**config.mk**
```make
export PLATFORM = sky130hd
export DESIGN_NAME = hex_stream_loader
export DESIGN_NICKNAME = d
export VERILOG_FILES = /design/src/rtl/hex_ldr_pkg.sv /design/src/rtl/hex_char_decode.sv /design/src/rtl/hex_record_fsm.sv /design/src/rtl/hex_status_counters.sv /design/src/rtl/hex_stream_loader.sv
export SDC_FILE = /design/constraint.sdc
export NUM_CORES = 1
export LEC_CHECK = 0
export BUFFER_PORTS_ARGS = -buffer_cell sky130_fd_sc_hd__buf_4
export CORE_MARGIN = 1.5
export CORE_UTILIZATION = 45
export CTS_CLUSTER_DIAMETER = 80
export DETAILED_ROUTE_END_ITERATION = 6
export GPL_TIMING_DRIVEN = 0
export SLEW_MARGIN = 25
export SYNTH_ARGS = -nofsm -noshare
export SYNTH_HDL_FRONTEND = slang
export SYNTH_HIERARCHICAL = 1
export SYNTH_SLANG_ARGS = --single-unit
```
**constraint.sdc**
```tcl
create_clock -name clk -period 4.8 [get_ports clk]
set_clock_uncertainty 0.05 [all_clocks]
set_input_delay 0.96 -clock clk [delete_from_list [all_inputs] [get_ports clk]]
set_output_delay 0.96 -clock clk [all_outputs]
set_load 0.02 [all_outputs]
```
**src/rtl/hex_ldr_pkg.sv**
```systemverilog
package hex_ldr_pkg;

  typedef enum logic [2:0] {
    ST_WAIT, ST_COUNT, ST_ADDR_HI, ST_ADDR_LO, ST_TYPE, ST_DATA, ST_CSUM
  } ldr_state_t;

  typedef enum logic [1:0] {CH_OTHER, CH_HEX, CH_EOL, CH_START} char_class_t;

  localparam logic [7:0] REC_TYPE_DATA = 8'h00;

  function automatic char_class_t classify(input logic [7:0] c);
    if (c == 8'h3A) return CH_START;
    if (c == 8'h0D || c == 8'h0A) return CH_EOL;
    if ((c >= 8'h30 && c <= 8'h39) || (c >= 8'h41 && c <= 8'h46) ||
        (c >= 8'h61 && c <= 8'h66)) return CH_HEX;
    return CH_OTHER;
  endfunction

  function automatic logic [3:0] nibble_of(input logic [7:0] c);
    logic [7:0] v;
    if (c <= 8'h39)      v = c - 8'h30;
    else if (c <= 8'h46) v = c - 8'h37;
    else                 v = c - 8'h57;
    return v[3:0];
  endfunction

  function automatic logic [7:0] csum_add(input logic [7:0] s, input logic [7:0] b);
    return s + b;
  endfunction

endpackage

```
**src/rtl/hex_char_decode.sv**
```systemverilog
module hex_char_decode
  import hex_ldr_pkg::*;
(
  input  logic [7:0]  ch,
  output char_class_t cls,
  output logic [3:0]  nib
);
  always_comb begin
    cls = classify(ch);
    nib = (cls == CH_HEX) ? nibble_of(ch) : 4'h0;
  end
endmodule

```
**src/rtl/hex_record_fsm.sv**
```systemverilog
module hex_record_fsm
  import hex_ldr_pkg::*;
#(
  parameter int ADDR_W = 16,
  parameter int DATA_W = 8
) (
  input  logic              clk,
  input  logic              rst,
  input  logic              take,
  input  char_class_t       cls,
  input  logic [3:0]        nib,
  output logic              wr_q,
  output logic [ADDR_W-1:0] wr_addr_q,
  output logic [DATA_W-1:0] wr_data_q,
  output logic              done_q,
  output logic              ok_q,
  output logic              err_q,
  output ldr_state_t        state
);
  localparam int ADDR_BYTES = ADDR_W / 8;

  logic              hi_phase;
  logic [3:0]        hi_nib;
  logic [7:0]        left;
  logic [ADDR_W-1:0] addr;
  logic [7:0]        rtype;
  logic [7:0]        sum;

  logic [7:0] full_byte;
  logic [7:0] sum_next;
  logic       byte_done;

  assign full_byte = {hi_nib, nib};
  assign sum_next  = csum_add(sum, full_byte);
  assign byte_done = take && (state != ST_WAIT) && (cls == CH_HEX) && hi_phase;

  always_ff @(posedge clk) begin
    if (rst) begin
      state     <= ST_WAIT;
      hi_phase  <= 1'b0;
      hi_nib    <= '0;
      left      <= '0;
      addr      <= '0;
      rtype     <= '0;
      sum       <= '0;
      wr_q      <= 1'b0;
      wr_addr_q <= '0;
      wr_data_q <= '0;
      done_q    <= 1'b0;
      ok_q      <= 1'b0;
      err_q     <= 1'b0;
    end else begin
      wr_q   <= 1'b0;
      done_q <= 1'b0;
      err_q  <= 1'b0;
      if (take) begin
        if (state == ST_WAIT) begin
          if (cls == CH_START) begin
            state    <= ST_COUNT;
            hi_phase <= 1'b0;
            sum      <= '0;
          end
        end else begin
          case (cls)
            CH_EOL: state <= ST_WAIT;
            CH_HEX: begin
              if (!hi_phase) begin
                hi_nib   <= nib;
                hi_phase <= 1'b1;
              end else begin
                hi_phase <= 1'b0;
                sum      <= sum_next;
                case (state)
                  ST_COUNT: begin
                    left  <= full_byte;
                    state <= ST_ADDR_HI;
                  end
                  ST_ADDR_HI: begin
                    addr[ADDR_W-1 -: 8] <= full_byte;
                    state <= (ADDR_BYTES > 1) ? ST_ADDR_LO : ST_TYPE;
                  end
                  ST_ADDR_LO: begin
                    addr[7:0] <= full_byte;
                    state     <= ST_TYPE;
                  end
                  ST_TYPE: begin
                    rtype <= full_byte;
                    state <= (left == 8'd0) ? ST_CSUM : ST_DATA;
                  end
                  ST_DATA: begin
                    if (rtype == REC_TYPE_DATA) begin
                      wr_q      <= 1'b1;
                      wr_addr_q <= addr;
                      wr_data_q <= full_byte[DATA_W-1:0];
                    end
                    addr <= addr + 1'b1;
                    left <= left - 8'd1;
                    if (left == 8'd1) state <= ST_CSUM;
                  end
                  ST_CSUM: begin
                    done_q <= 1'b1;
                    ok_q   <= (sum_next == 8'd0);
                    state  <= ST_WAIT;
                  end
                  default: state <= ST_WAIT;
                endcase
              end
            end
            default: begin
              state <= ST_WAIT;
              err_q <= 1'b1;
            end
          endcase
        end
      end
    end
  end

  logic unused_ok;
  assign unused_ok = byte_done;
endmodule

```
**src/rtl/hex_status_counters.sv**
```systemverilog
module hex_status_counters #(
  parameter int CNT_W = 16
) (
  input  logic             clk,
  input  logic             rst,
  input  logic             done,
  input  logic             ok,
  output logic [CNT_W-1:0] good_cnt,
  output logic [CNT_W-1:0] bad_cnt
);
  always_ff @(posedge clk) begin
    if (rst) begin
      good_cnt <= '0;
      bad_cnt  <= '0;
    end else if (done) begin
      if (ok) good_cnt <= good_cnt + 1'b1;
      else    bad_cnt  <= bad_cnt + 1'b1;
    end
  end
endmodule

```
**src/rtl/hex_stream_loader.sv**
```systemverilog
module hex_stream_loader
  import hex_ldr_pkg::*;
#(
  parameter int ADDR_W = 16,
  parameter int DATA_W = 8,
  parameter int CNT_W  = 16
) (
  input  logic              clk,
  input  logic              rst,
  input  logic              in_valid,
  input  logic [7:0]        in_char,
  output logic              in_ready,
  input  logic              mem_busy,
  output logic              mem_wr,
  output logic [ADDR_W-1:0] mem_addr,
  output logic [DATA_W-1:0] mem_data,
  output logic              rec_good,
  output logic              rec_bad,
  output logic              rec_err,
  output logic [CNT_W-1:0]  good_count,
  output logic [CNT_W-1:0]  bad_count
);
  char_class_t cls_w;
  logic [3:0]  nib_w;
  logic        take_w;
  logic        done_w;
  logic        ok_w;
  ldr_state_t  state_w;

  assign in_ready = !mem_busy;
  assign take_w   = in_valid && in_ready;

  hex_char_decode u_dec (
    .ch  (in_char),
    .cls (cls_w),
    .nib (nib_w)
  );

  hex_record_fsm #(.ADDR_W(ADDR_W), .DATA_W(DATA_W)) u_fsm (
    .clk       (clk),
    .rst       (rst),
    .take      (take_w),
    .cls       (cls_w),
    .nib       (nib_w),
    .wr_q      (mem_wr),
    .wr_addr_q (mem_addr),
    .wr_data_q (mem_data),
    .done_q    (done_w),
    .ok_q      (ok_w),
    .err_q     (rec_err),
    .state     (state_w)
  );

  hex_status_counters #(.CNT_W(CNT_W)) u_cnt (
    .clk      (clk),
    .rst      (rst),
    .done     (done_w),
    .ok       (ok_w),
    .good_cnt (good_count),
    .bad_cnt  (bad_count)
  );

  assign rec_good = done_w && ok_w;
  assign rec_bad  = done_w && !ok_w;
endmodule

```
Word level (Yosys, flattened, before mapping):

Cells that the tools add are included.
Widths: inputs -> output; s select.

* memory bits (writable): 0
* bits in registers: 108
* logic and storage cells: 124
* ROM bits: 0
* output and inout bits: 61
* bits in latches: 0
* memories kept: 0

* add/subtract/negate cells: 8
* multiplexer cells: 36
* divide/modulo/power cells: 0
* $lt $le $gt $ge: 6
* multipliers: 0
* shift operators: 0
* equal/unequal tests: 16
* reductions and logical operators: 36
* bitwise operators: 6

Operators by type and width (count)
* $add 16x1->16 const B: 3
* $pmux 8 s2: 3
* $mux 8: 4
* $reduce_and 5->1: 5
* $logic_not 8->1: 3
* $eq 8x4->1 const B: 2
* $ge 8x7->1 const B: 2
* $le 8x7->1 const B: 2
* $mux 3: 5
* $pmux 3 s5: 1
* $mux 2: 7
* $mux 1: 13
* $mux 4: 3
* $reduce_and 4->1: 3
* $reduce_bool 2->1: 5
* $eq 3x3->1 const B: 3
* $add 8x8->8: 1
* $eq 8x1->1 const B: 1
* $eq 8x6->1 const B: 1
* $ge 8x6->1 const B: 1
* $le 8x6->1 const B: 1
* $sub 4x3->4 const B: 2
* $sub 8x1->8 const B: 1
* $eq 3x2->1 const B: 2
* 19 further kinds: 34

Logic depth before layout (Yosys ltp):

* depth after elaboration: 16
* gate-level depth with buffers: 15
* depth with buffers taken out: 13

Cells and area by module:

The synthesis kept the hierarchy.

Modules (own cells, without submodules)
* hex_record_fsm: area each 3769.9 um^2, instances 1, seq. area each 1521.5 um^2, cells each 441
* hex_status_counters: area each 1413.9 um^2, instances 1, seq. area each 640.6 um^2, cells each 161
* hex_char_decode: area each 302.8 um^2, instances 1, seq. area each 0.0 um^2, cells each 43
* hex_stream_loader: area each 26.3 um^2, instances 1, seq. area each 0.0 um^2, cells each 4

Least setup slack after synthesis:

Ideal clock, no wire load.

* kind: input-to-reg
* start: in in_char[1]
* end: reg u_fsm.ok_q
* data required time: 4663 ps
* setup time: 87 ps
* cell stages on the path: 12
* arrival: 3774 ps
* path buffers: 0
* setup slack: 889 ps
* cells stage by stage: inv_1 ha_1 o21bai_1 a211oi_1 o21ai_1 nor3_1 ha_1 fa_1 nor3_1 nand2_1 or4_1 o31ai_1

* cells in the longest elaborated chain, start to end: 14

RTL lines
* from (decl): RTL line hex_stream_loader.sv:11 `input logic [7:0] in_char,`
* $ge 8x6->1, or another cell as far along: RTL line hex_ldr_pkg.sv:14 `if ((c >= 8'h30 && c <= 8'h39) || (c >= 8'h41 && c <= 8'h46) ||`
* $logic_and 1x1->1: RTL line hex_ldr_pkg.sv:14
* $logic_or 1x1->1 (2 in a row): RTL line hex_ldr_pkg.sv:14
* $mux 1 (2 in a row): RTL line hex_ldr_pkg.sv:14
* $mux 1: RTL line hex_ldr_pkg.sv:13 `if (c == 8'h0D || c == 8'h0A) return CH_EOL;`
* $mux 2: RTL line hex_ldr_pkg.sv:16 `return CH_OTHER;`
* $mux 2: RTL line hex_ldr_pkg.sv:14
* $mux 2: RTL line hex_ldr_pkg.sv:13
* $eq 2x1->1
* $mux 4 *: RTL line hex_char_decode.sv:10 `nib = (cls == CH_HEX) ? nibble_of(ch) : 4'h0;`
* named net nib_w[0]: RTL line hex_stream_loader.sv:24 `logic [3:0] nib_w;`
* $add 8x8->8 *: RTL line hex_ldr_pkg.sv:28 `return s + b;`
* $logic_not 8->1 *: RTL line hex_record_fsm.sv:102 `ok_q <= (sum_next == 8'd0);`
* to (signal assigned): RTL line hex_record_fsm.sv:102
* to (decl): RTL line hex_record_fsm.sv:16 `output logic ok_q,`

Mark *: on every way through the listed nets, which the timed path passes. The rest lies on a longest branch. The select of a mux whose other input is x is not followed.
A chain may end at the register's enable or synchronous reset.

Worst setup path after layout:

Same ends and word-level chain as after synthesis.

==> flow_summary.toml <==
[run_status]
run_status = "completed"

[routing]
detail_route.wirelength_mm = 13.89
detail_route.drc_violations = 0
m1WireLength_mm = 6.313
routed-wl-met2_mm = 6.728
routed_wire_length_per_instance_um = 15.75
dr.first_iter.drc_count = 328
drtPass1Iterations = 6
route.antenna.remaining_nets = 0
per_cell_via_count_in_the_routed_design = 5.700
num_vias = 5027
wl_met3_um = 731
top_signal_layer_used = "met4"

[clock_network]
tritoncts_num_sinks = 108
clk_latency_ps = 360
cts_setup_buffers = 0
cts_hold_repair.buffers = 0
number_of_h_tree_levels = 3
total_clock_buffers_created_by_cts = 9
clk_root_buffer_cell = "sky130_fd_sc_hd__clkbuf_16"
cts_tree = "built"
ctsResizeCount = 0
buffer_depth_of_the_longest_clock_path = 2
clkSlewWorstSetupHoldPaths_ps = 70

[yosys]
synthCells = 649
synth-warning-count = 6
synth_flop_cell = "sky130_fd_sc_hd__dfxtp_1"
ys_seq_area_frac = 0.3922
synth-edff-count = 0
ys_types = 74
post_synth_instance_area_um2 = 5513
synthArstFlopShare = 0
synth_fp_nets = 680
ys_seq_elements = 108
avgSynthCellArea_um2 = 8.494

[die]
effective_utilization_at_floorplan = 0.4609
dieArea_um2 = 12920
die-width_um = 113.7
ios = 73
fp-row-count = 40
design.core.area_um2 = 11960
fp.dieH_um = 113.7

[cells_and_area]
highest_count_cells_in_the_layout_ignoring_fill_and_taps = "sky130_fd_sc_hd__dfxtp_1 (108), sky130_fd_sc_hd__nor2_1 (97), sky130_fd_sc_hd__buf_4 (70)"
post_route_standard_cell_area_excluding_fillers_um2 = 6530
antenna_cells_inserted = 0
area_growth_syn_to_layout_pct = 18.45
nets = 761
layoutNonFillerInstCount = 882
layout-drive-gt1-share = 0.1565
layout.cells.most_common = "sky130_fd_sc_hd__dfxtp_1"
postLayoutCoreUtil = 0.5459

[placed_design]
preCtsSetupSlack_ps = 177.9
dp_hpwl_mm = 10.19
buffer_ports.inserted = 70
routabilityCongestion = 0.8818
dpl.cell_count = 866
placement.cell_area_um2 = 6237

[power_and_ir_drop]
total_leakage_power_nw = 2.772
power.density_nw_per_um2 = 260.4
total_power_mw = 1.700
worst_ir_drop_vdd_mv = 0.2970

[hold_path]
worstHoldPathType = "reg2reg"

[sta]
grt_setup_unrepaired = "no"
setup_tns_ps = 0
layout_min_cycle_time_ps = 4289
finalHoldViolCount = 0
report.final.setup_viol = 0
setup_slack_ps = 511.0
timing.final.max_slew_violations = 0
timing.final.crit_share = 0.8935
relative_max_transition_margin = 0.4213
worst-slew-pin-transition_ps = 866.1
hold-worst-slack_ps = 442.9
max_freq_mhz = 233.2

[worst_setup_path]
crit_top_cell = "sky130_fd_sc_hd__ha_1"
cpLargestDelayFamily = "simple AND/OR/NAND/NOR gates"
crit_required_ps = 5010
crit_path_cell_trace = "buf_4 -> inv_1 -> ha_1 -> o21bai_1 -> a211oi_1 -> o21ai_1 -> nor3_2 -> ha_1 -> fa_1 -> nor3_1 -> nand2_1 -> or4_1 -> o31ai_1"
critPathMaxStageDelay_ps = 690
cp_data_arrival_time_ps = 4500
path_buf_inv = 2
criticalPathCategory = "in2reg"
crit_path_end_kind = "flip-flop"
critPathSlowestCell = "sky130_fd_sc_hd__nor3_2"
launching_element_type_of_the_critical_path = "input port"
crit_path_max_fanout = 7

[global_routing]
globalRoute.totalOverflow = 0
grt_usage = 0.2211
pin_count_of_the_biggest_net_entering_global_routing = 18
grt_pass1_wl_mm = 23.01
antenna_found_initial = 0
first_global_vias = 4603

[job]
cap_viol_max_count = 0
## synthesized netlist by cell type (3+ instances only)
cell	instances	area share
sky130_fd_sc_hd__o21bai_1	4	0.0054
sky130_fd_sc_hd__a21o_1	4	0.0054
sky130_fd_sc_hd__o31a_1	3	0.0048
sky130_fd_sc_hd__and2_1	4	0.0045
sky130_fd_sc_hd__nor2b_1	5	0.0057
sky130_fd_sc_hd__mux2i_1	39	0.071
sky130_fd_sc_hd__a21oi_1	36	0.033
sky130_fd_sc_hd__o21ai_0	37	0.034
sky130_fd_sc_hd__dfxtp_1	108	0.39
sky130_fd_sc_hd__nand3b_1	4	0.0054
sky130_fd_sc_hd__and3_1	6	0.0068
sky130_fd_sc_hd__nand4_1	13	0.015
sky130_fd_sc_hd__nor3_1	16	0.015
sky130_fd_sc_hd__xor2_1	18	0.029
sky130_fd_sc_hd__a211oi_1	7	0.0095
sky130_fd_sc_hd__nand2b_1	5	0.0057
sky130_fd_sc_hd__o31ai_1	6	0.0082
sky130_fd_sc_hd__nand3_1	22	0.020
sky130_fd_sc_hd__a22o_1	8	0.013
sky130_fd_sc_hd__ha_1	18	0.041
sky130_fd_sc_hd__and4b_1	3	0.0054
sky130_fd_sc_hd__buf_2	8	0.0073
sky130_fd_sc_hd__inv_1	15	0.010
sky130_fd_sc_hd__nand2_1	47	0.032
sky130_fd_sc_hd__clkbuf_1	24	0.016
sky130_fd_sc_hd__nor3b_1	4	0.0054
sky130_fd_sc_hd__xnor2_1	11	0.017
sky130_fd_sc_hd__nor2_1	97	0.066
sky130_fd_sc_hd__nor4_1	3	0.0034
sky130_fd_sc_hd__and4_1	3	0.0048
sky130_fd_sc_hd__a31oi_1	7	0.0079
sky130_fd_sc_hd__or3_1	11	0.012
sky130_fd_sc_hd__or4_1	5	0.0068
## metal layers
layer  GRT usage  vias to the layer above
met1      0.2841                     2377
li1            -                     2497
met3     0.05632                        9
met4     0.04667                        0
met2      0.3763                      144
met5           0                        -
## logic make-up (layout without fill, tap and decap cells)
family | after synthesis | after routing | share of synthesized area
xor gates and xnor gates | 29 | 29 | 0.04607
DFF | 108 | 108 | 0.3922
muxes | 40 | 40 | 0.07285
and+or+nand+nor | 266 | 266 | 0.2444
adders and majority gates | 19 | 19 | 0.04449
buffers and inverters | 48 | 134 | 0.03586
AOI/OAI and AO/OA | 139 | 139 | 0.1641
## worst paths after layout
check / startpoint / end / slack, ps / cells after the start
max: in_char[1] / u_fsm/ok_q / 510 / 13
min: u_fsm/sum[6] / u_fsm/sum[6] / 440 / 1
max reg2reg: u_fsm/sum[0] / u_fsm/ok_q / 2520 / 7
min reg2reg: u_fsm/sum[6] / u_fsm/sum[6] / 440 / 1
## worst register-to-register path: stages, from the launching register on
cell                      delay (ps)
sky130_fd_sc_hd__dfxtp_1         320
sky130_fd_sc_hd__ha_1            230
sky130_fd_sc_hd__fa_1            430
sky130_fd_sc_hd__xor2_1          190
sky130_fd_sc_hd__nor3_1          130
sky130_fd_sc_hd__nand2_1          70
sky130_fd_sc_hd__or4_1           530
sky130_fd_sc_hd__o31ai_1         220
## final cells by class
type | count | area [µm²]
Fill cell | 1134 | 5431
Multi-Input combinational cell | 493 | 3168
Sequential cell | 108 | 2162
Timing Repair Buffer | 70 | 525.5
Clock buffer | 10 | 229.0
Tap cell | 147 | 183.9
Buffer | 33 | 141.4
Clock inverter | 6 | 63.81
Inverter | 15 | 56.30
## sequential cells by signal, indices dropped and copies added, names as in the netlist
name and cells:
u_fsm/hi_phase 1, u_fsm/wr_addr_q 16, u_fsm/wr_q 1, u_cnt/bad_cnt 16, u_fsm/rtype 8, u_fsm/hi_nib 4, u_cnt/good_cnt 16, u_fsm/ok_q 1
u_fsm/left 8, u_fsm/done_q 1, u_fsm/addr 16, u_fsm/state 3, u_fsm/err_q 1, u_fsm/sum 8, u_fsm/wr_data_q 8
## report_power, final
| part | internal, mW | switching (mW) |
|---|---|---|
| Clock | 0.405 | 0.337 |
| Sequential | 0.895 | 0.00000741 |
| Combinational | 0.0204 | 0.0426 |
| Total | 1.32 | 0.380 |
No activity file was read; power rests on OpenSTA's default activity.
